<file path="src/rtl/cla_pkg.sv">
package cla_pkg;

   // Choice of bit-level propagate term used by every slice.
   typedef enum int unsigned {
      PG_INCLUSIVE = 0,
      PG_EXCLUSIVE = 1
   } pg_kind_e;

   // Upper bounds keep the flat sum-of-products terms bounded in size.
   localparam int unsigned MAX_SLICE_W    = 8;
   localparam int unsigned MAX_NUM_SLICES = 8;

endpackage

</file>
<file path="src/rtl/cla_pg_bit.sv">
module cla_pg_bit #(
   parameter cla_pkg::pg_kind_e PG_KIND = cla_pkg::PG_INCLUSIVE
) (
   input  logic x_i,
   input  logic y_i,
   output logic g_o,
   output logic p_o
);

   assign g_o = x_i & y_i;

   generate
      if (PG_KIND == cla_pkg::PG_INCLUSIVE) begin : g_or_prop
         assign p_o = x_i | y_i;
      end else begin : g_xor_prop
         assign p_o = x_i ^ y_i;
      end
   endgenerate

endmodule

</file>
<file path="src/rtl/cla_slice.sv">
module cla_slice #(
   parameter int unsigned        SLICE_W = 4,
   parameter cla_pkg::pg_kind_e  PG_KIND = cla_pkg::PG_INCLUSIVE
) (
   input  logic [SLICE_W-1:0] x_i,
   input  logic [SLICE_W-1:0] y_i,
   input  logic               cin_i,
   output logic [SLICE_W-1:0] s_o,
   output logic               grp_p_o,
   output logic               grp_g_o
);

   logic [SLICE_W-1:0] g_bit;
   logic [SLICE_W-1:0] p_bit;
   logic [SLICE_W-1:0] c_bit;   // carry into each bit, c_bit[0] is cin_i

   generate
      for (genvar b = 0; b < SLICE_W; b++) begin : g_bit_pg
         cla_pg_bit #(.PG_KIND(PG_KIND)) i_pg (
            .x_i (x_i[b]),
            .y_i (y_i[b]),
            .g_o (g_bit[b]),
            .p_o (p_bit[b])
         );
      end
   endgenerate

   // Each internal carry as a flat OR of AND terms over g/p and cin.
   always_comb begin
      c_bit[0] = cin_i;
      for (int j = 1; j < SLICE_W; j++) begin
         logic acc;
         logic term;
         acc = 1'b0;
         for (int m = 0; m < j; m++) begin
            term = g_bit[m];
            for (int q = m + 1; q < j; q++) begin
               term = term & p_bit[q];
            end
            acc = acc | term;
         end
         term = cin_i;
         for (int q = 0; q < j; q++) begin
            term = term & p_bit[q];
         end
         c_bit[j] = acc | term;
      end
   end

   // Group generate: carry out of the slice with a zero carry-in.
   always_comb begin
      logic term;
      grp_g_o = 1'b0;
      for (int m = 0; m < SLICE_W; m++) begin
         term = g_bit[m];
         for (int q = m + 1; q < SLICE_W; q++) begin
            term = term & p_bit[q];
         end
         grp_g_o = grp_g_o | term;
      end
   end

   assign grp_p_o = &p_bit;
   assign s_o     = x_i ^ y_i ^ c_bit;

endmodule

</file>
<file path="src/rtl/cla_lookahead.sv">
module cla_lookahead #(
   parameter int unsigned NUM_SLICES = 4
) (
   input  logic [NUM_SLICES-1:0] grp_p_i,
   input  logic [NUM_SLICES-1:0] grp_g_i,
   input  logic                  cin_i,
   output logic [NUM_SLICES:1]   carry_o,   // carry_o[k] enters slice k; top one leaves
   output logic                  sect_p_o,
   output logic                  sect_g_o
);

   always_comb begin
      for (int k = 1; k <= NUM_SLICES; k++) begin
         logic acc;
         logic term;
         acc = 1'b0;
         for (int m = 0; m < k; m++) begin
            term = grp_g_i[m];
            for (int q = m + 1; q < k; q++) begin
               term = term & grp_p_i[q];
            end
            acc = acc | term;
         end
         term = cin_i;
         for (int q = 0; q < k; q++) begin
            term = term & grp_p_i[q];
         end
         carry_o[k] = acc | term;
      end
   end

   always_comb begin
      logic term;
      sect_g_o = 1'b0;
      for (int m = 0; m < NUM_SLICES; m++) begin
         term = grp_g_i[m];
         for (int q = m + 1; q < NUM_SLICES; q++) begin
            term = term & grp_p_i[q];
         end
         sect_g_o = sect_g_o | term;
      end
   end

   assign sect_p_o = &grp_p_i;

endmodule

</file>
<file path="src/rtl/cla_two_level_adder.sv">
module cla_two_level_adder #(
   parameter int unsigned        SLICE_W    = 4,
   parameter int unsigned        NUM_SLICES = 4,
   parameter cla_pkg::pg_kind_e  PG_KIND    = cla_pkg::PG_INCLUSIVE,
   localparam int unsigned       WIDTH      = SLICE_W * NUM_SLICES
) (
   input  logic [WIDTH-1:0] a_i,
   input  logic [WIDTH-1:0] b_i,
   input  logic             cin_i,
   output logic [WIDTH-1:0] sum_o,
   output logic             cout_o,
   output logic             sect_p_o,
   output logic             sect_g_o
);

   generate
      if (SLICE_W < 1 || SLICE_W > cla_pkg::MAX_SLICE_W) begin : g_bad_slice_w
         $error("cla_two_level_adder: SLICE_W out of range");
      end
      if (NUM_SLICES < 1 || NUM_SLICES > cla_pkg::MAX_NUM_SLICES) begin : g_bad_num
         $error("cla_two_level_adder: NUM_SLICES out of range");
      end
   endgenerate

   logic [NUM_SLICES-1:0] grp_p;
   logic [NUM_SLICES-1:0] grp_g;
   logic [NUM_SLICES:1]   la_carry;
   logic [NUM_SLICES-1:0] slice_cin;

   generate
      for (genvar k = 0; k < NUM_SLICES; k++) begin : g_slice
         if (k == 0) begin : g_first
            assign slice_cin[k] = cin_i;
         end else begin : g_rest
            assign slice_cin[k] = la_carry[k];
         end

         cla_slice #(
            .SLICE_W (SLICE_W),
            .PG_KIND (PG_KIND)
         ) i_slice (
            .x_i     (a_i[k*SLICE_W +: SLICE_W]),
            .y_i     (b_i[k*SLICE_W +: SLICE_W]),
            .cin_i   (slice_cin[k]),
            .s_o     (sum_o[k*SLICE_W +: SLICE_W]),
            .grp_p_o (grp_p[k]),
            .grp_g_o (grp_g[k])
         );
      end
   endgenerate

   cla_lookahead #(.NUM_SLICES(NUM_SLICES)) i_lookahead (
      .grp_p_i  (grp_p),
      .grp_g_i  (grp_g),
      .cin_i    (cin_i),
      .carry_o  (la_carry),
      .sect_p_o (sect_p_o),
      .sect_g_o (sect_g_o)
   );

   assign cout_o = la_carry[NUM_SLICES];

endmodule

</file>
<file path="config.mk">
export PLATFORM = sky130hd
export DESIGN_NAME = cla_two_level_adder
export DESIGN_NICKNAME = d
export VERILOG_FILES = /design/src/rtl/cla_pkg.sv /design/src/rtl/cla_pg_bit.sv /design/src/rtl/cla_slice.sv /design/src/rtl/cla_lookahead.sv /design/src/rtl/cla_two_level_adder.sv
export SDC_FILE = /design/constraint.sdc
export NUM_CORES = 1
export LEC_CHECK = 0
export BUFFER_PORTS_ARGS = -buffer_cell sky130_fd_sc_hd__buf_2
export CELL_PAD_IN_SITES_DETAIL_PLACEMENT = 1
export CELL_PAD_IN_SITES_GLOBAL_PLACEMENT = 1
export CORE_UTILIZATION = 34
export DETAILED_ROUTE_END_ITERATION = 16
export GPL_TIMING_DRIVEN = 0
export PLACE_DENSITY = 0.91
export SLEW_MARGIN = 20
export SYNTH_ARGS = -nofsm -noshare
export SYNTH_HDL_FRONTEND = slang
export SYNTH_SLANG_ARGS = --single-unit
</file>
<file path="constraint.sdc">
create_clock -name vclk -period 2.25
set_clock_uncertainty 0.2 [all_clocks]
set_input_delay 0.1125 -clock vclk [all_inputs]
set_output_delay 0.1125 -clock vclk [all_outputs]
set_load 0.01 [all_outputs]
</file>
# Word-level counts from Yosys, hierarchy flattened
# Index checks and enable logic that the tools add are counted.
dict set report classes {
  bitwise_logic 132
  reduce_logical 5
}
# op count
set ops {}
lappend ops {{1-bit AND} 62}
lappend ops {{1-bit bitwise OR} 62}
lappend ops {{4-bit bitwise XOR} 8}
lappend ops {{16-bit AND reduction} 1}
lappend ops {{4-bit AND reduction} 4}
dict set report word_totals {
  regBits 0
  inputBits 33
  out_inout_bits 19
  wordCells 137
}

# Longest topological paths before layout
dict set report depth {
  word_depth 17
  ltp_mapped 9
  mapped_depth_nobuf 9
}

# Cells and area by module
# From an unflattened synthesis, not the netlist that was laid out.
dict set report hier_totals {
  hier_cells 106
  hier_area_um2 805.8
}
# module n_inst cells_per_inst area_each_um2
set by_module_without_submodules {}
lappend by_module_without_submodules {cla_slice 4 16 131.4}
lappend by_module_without_submodules {cla_pg_bit 16 2 13.8}
lappend by_module_without_submodules {cla_lookahead 1 10 60.1}

# Least setup slack after synthesis
# No wires, ideal clock.
dict set report synth_timing {
  path_type {in2out}
  startpoint {in a_i[2]}
  endpoint {out sum_o[13]}
  arrival_time_ns 1.739
  path_slack_ns 0.199
  cell_stages 9
  cell_sequence {inv_1 ha_1 nor2_1 a221oi_2 a21oi_1 a211oi_2 inv_1 fa_1 xor2_1}
}
dict set report synth_between {
  elab_chain_cells 14
  elab_cells_between_ends 22
}
# element line
set synth_lines {}
lappend synth_lines {{start: declaration} cla_two_level_adder.sv:7} ;# input logic [WIDTH-1:0] a_i,
lappend synth_lines {{1-bit bitwise OR} cla_pg_bit.sv:14} ;# assign p_o = x_i | y_i;
lappend synth_lines {{1-bit AND (2 in a row)} cla_slice.sv:57} ;# term = term & p_bit[q];
lappend synth_lines {{1-bit bitwise OR (3 in a row)} cla_slice.sv:59} ;# grp_g_o = grp_g_o | term;
lappend synth_lines {{1-bit AND (2 in a row)} cla_lookahead.sv:20} ;# term = term & grp_p_i[q];
lappend synth_lines {{1-bit bitwise OR (2 in a row)} cla_lookahead.sv:22} ;# acc = acc | term;
lappend synth_lines {{1-bit bitwise OR (*)} cla_lookahead.sv:28} ;# carry_o[k] = acc | term;
lappend synth_lines {{1-bit AND (*)} cla_slice.sv:44} ;# term = term & p_bit[q];
lappend synth_lines {{1-bit bitwise OR (*)} cla_slice.sv:46} ;# c_bit[j] = acc | term;
lappend synth_lines {{4-bit bitwise XOR (*)} cla_slice.sv:64} ;# assign s_o = x_i ^ y_i ^ c_bit;
lappend synth_lines {{end: declaration} cla_two_level_adder.sv:10} ;# output logic [WIDTH-1:0] sum_o,
# Mark *: on every way between the ends. The rest lies on a longest branch, timed or not.

# Worst setup path after layout
dict set report layout_timing {
  startpoint {in a_i[7]}
  endpoint {out sum_o[12]}
}
dict set report layout_between {
  elab_chain_cells 10
  elab_cells_between_ends 18
}
# element line
set layout_lines {}
lappend layout_lines {{1-bit bitwise OR} cla_pg_bit.sv:14}
lappend layout_lines {{1-bit AND} cla_slice.sv:57}
lappend layout_lines {{1-bit bitwise OR (3 in a row)} cla_slice.sv:59}
lappend layout_lines {{1-bit AND} cla_lookahead.sv:20}
lappend layout_lines {{1-bit bitwise OR (2 in a row)} cla_lookahead.sv:22}
lappend layout_lines {{1-bit bitwise OR (*)} cla_lookahead.sv:28}
lappend layout_lines {{4-bit bitwise XOR (*)} cla_slice.sv:64}
# Marks and branches as above.

==> flow_summary.toml <==
[logic_synthesis]
yosysTopAreaCell = "ha_1"
synth_compound_area_frac = 0.207
yosysWarningCount = 0
synthAdderAreaFrac = 0.427
synth.top_cells.by_area = "ha_1 (36%), inv_1 (15%), fa_1 (7.1%), xor2_1 (7.0%), a21oi_1 (5.8%)"
syn_area_per_cell_sq_um = 7.45
synthSimpleGateAreaFrac = 0.138
synth.most_common_cell = "inv_1"
synth-xor-area-share = 0.0779
ys_top_cells_by_count = "inv_1 (45), ha_1 (32), a21oi_1 (13), nor2_1 (12), xor2_1 (9)"
yosysUniqueCellTypes = 30
synth_top_area_share = 0.356
yosysSeqAreaShare = 0
netlist_instances = 151
yosys-mux-area-fraction = 0
synth_top_family_by_area = "adder cells"
syn_nets = 220
netlist_area_sq_um = 1120

[final_layout]
fin_nets = 285
final_cells = 258
n_clock_buffer = 0
regArea_sq_um = 0
syn2layout_area_growth_pct = 49.5
antenna_cells = 0
n_sequential_cell = 0
drive_above_1_share = 0.439

[setup_path]
path_cells = "buf_2, inv_1, ha_2, inv_1, a21oi_2, o31ai_4, a211oi_2, inv_1, fa_2, buf_6"
crit_type = "primary input to output port"
cp_num_buf_inv = 5
cp.arrival_ns = 1.98
worst_path_max_delay_cell = "fa_2"
critPathMaxFanout = 3
worst_setup_path_start_kind = "primary input"
crit_path_max_incr_delay_ns = 0.57
end_kind = "output port"
worst_path_most_repeated_cell = "inv_1"
crit_family = "adder cells"
critical_path_required_ns = 1.94

[drt]
wl_met1_mm = 1.43
routed.top_layer = "met4"
ant_nets = 0
drtIter0Drc = 32
drcViolationCount = 0
dr.pass1.iters = 4
wl_met2_mm = 2.26
vias = 1264
wl_met3_um = 120
wirelength_mm = 3.87
wl_per_cell_um = 15.0
viasPerCell = 4.90

[power]
power_leakage_nw = 0.917
powerDensity_nw_per_um2 = 277
peakVddDrop_mv = 0.134

[global_routing]
grt_pass1_wl_mm = 5.46
grt_max_degree = 7
antenna_found_initial = 0
grt_usage = 0.196
grt_overflow = 0
grt_pass1_vias = 1294

[min_path]
hold_path_depth = 3
hp-class = "primary input to output port"
min-delay-start = "b_i[0]"
hold_end = "sum_o[0]"

[die]
die_height_um = 59.5
io_pins = 52
core_area_sq_um = 3100
start_util = 0.363
die_area_sq_um = 3540
rows = 20
die_w_um = 59.5

[timing]
period_minus_slack_ns = 2.29
slew_headroom = 0.725
hold_viol_final = 0
fin_crit_sh = 1.02
rsz0062_at_grt = "yes"
setup_violations = 3
tightest_slew_ns = 0.409
maxSlewViolCount = 0
layout_setup_ws_ns = -0.0426
fin_hold_ws_ns = 0.375
max_freq_ghz = 0.436

[place]
dpl.hpwl_mm = 2.67
io_buffers = 52
place_ws_ns = -0.298
placed_cells = 247
gp_congestion = 0.794

[clock_network]
cts_hold_buffers = 0

[run_status]
failed_checks = "negative setup slack"
outcome = "complete, but fails checks"

[job]
drv_cap = 0
-- report_power, final --
| part | leakage [nW] | internal [mW] | switching [mW] |
|---|---|---|---|
| Combinational | 0.917 | 0.216 | 0.250 |
| Sequential | 0 | 0 | 0 |
| Clock | 0 | 0 | 0 |
-- logic make-up (layout without fill, tap and decap cells) --
kind of cell / after synthesis / in the layout
buffers and inverters: 45 / 108
AO/OA/AOI/OAI: 32 / 32
XOR/XNOR: 10 / 10
AND/OR/NAND/NOR: 28 / 28
adder cells (fa/ha/maj): 36 / 36
-- routing by layer --
metal | GRT usage | vias up
li1 | - | 618
met1 | 0.212 | 604
met2 | 0.404 | 36
met3 | 0.0109 | 6
met4 | 0.0465 | 0
met5 | 0 | -
-- worst max path at each step --
| stage | start | to | slack (ns) | cells past startpoint |
|---|---|---|---|---|
| after floorplan | a_i[2] | sum_o[13] | 0.20 | 9 |
| after CTS | a_i[5] | sum_o[12] | 0.01 | 10 |
| after global routing | a_i[7] | sum_o[13] | -0.13 | 11 |
| after global placement | a_i[2] | sum_o[9] | -0.20 | 11 |
| final | a_i[7] | sum_o[12] | -0.04 | 10 |
| after detailed placement | a_i[2] | sum_o[9] | -0.30 | 11 |
-- layout by cell type (no fill, tap or decap), types with 2 or more instances in the layout --
cell type / instances
a21oi_1: 8
a21oi_2: 4
buf_2: 48
buf_4: 11
buf_6: 3
fa_2: 3
ha_1: 26
ha_2: 3
ha_4: 3
inv_1: 38
inv_2: 6
nand2_1: 2
nand3_1: 3
nor2_1: 11
nor3_1: 3
o21ai_0: 2
o21bai_1: 3
o31ai_1: 2
xor2_1: 9
-- timing repair --
action                     4_1_cts  5_1_grt
setup buffers                    8        3
resized for setup               22       19
setup endpoints to repair        4       10
pin swaps                       10       15
-- metrics by stage --
stage / instance area, sq um / power (mW) / TNS (ns) / utilization
6_report: 1680 / 0.466 / -0.114 / 0.542
3_5_place_dp: 1440 / 0.364 / -0.804 / 0.464
2_1_floorplan: 1120 / 0.224 / 0 / -
3_3_place_gp: 1440 / 0.347 / -0.553 / 0.464
5_1_grt: 1680 / 0.504 / -0.584 / 0.542
4_1_cts: 1600 / 0.426 / 0 / 0.514
-- cell type report --
| type | instances | area, sq um |
|---|---|---|
| Fill cell | 421 | 1420 |
| Multi-Input combinational cell | 106 | 1080 |
| Timing Repair Buffer | 63 | 372 |
| Inverter | 45 | 171 |
| Tap cell | 44 | 55.1 |
(Power assumes the default switching activity.)
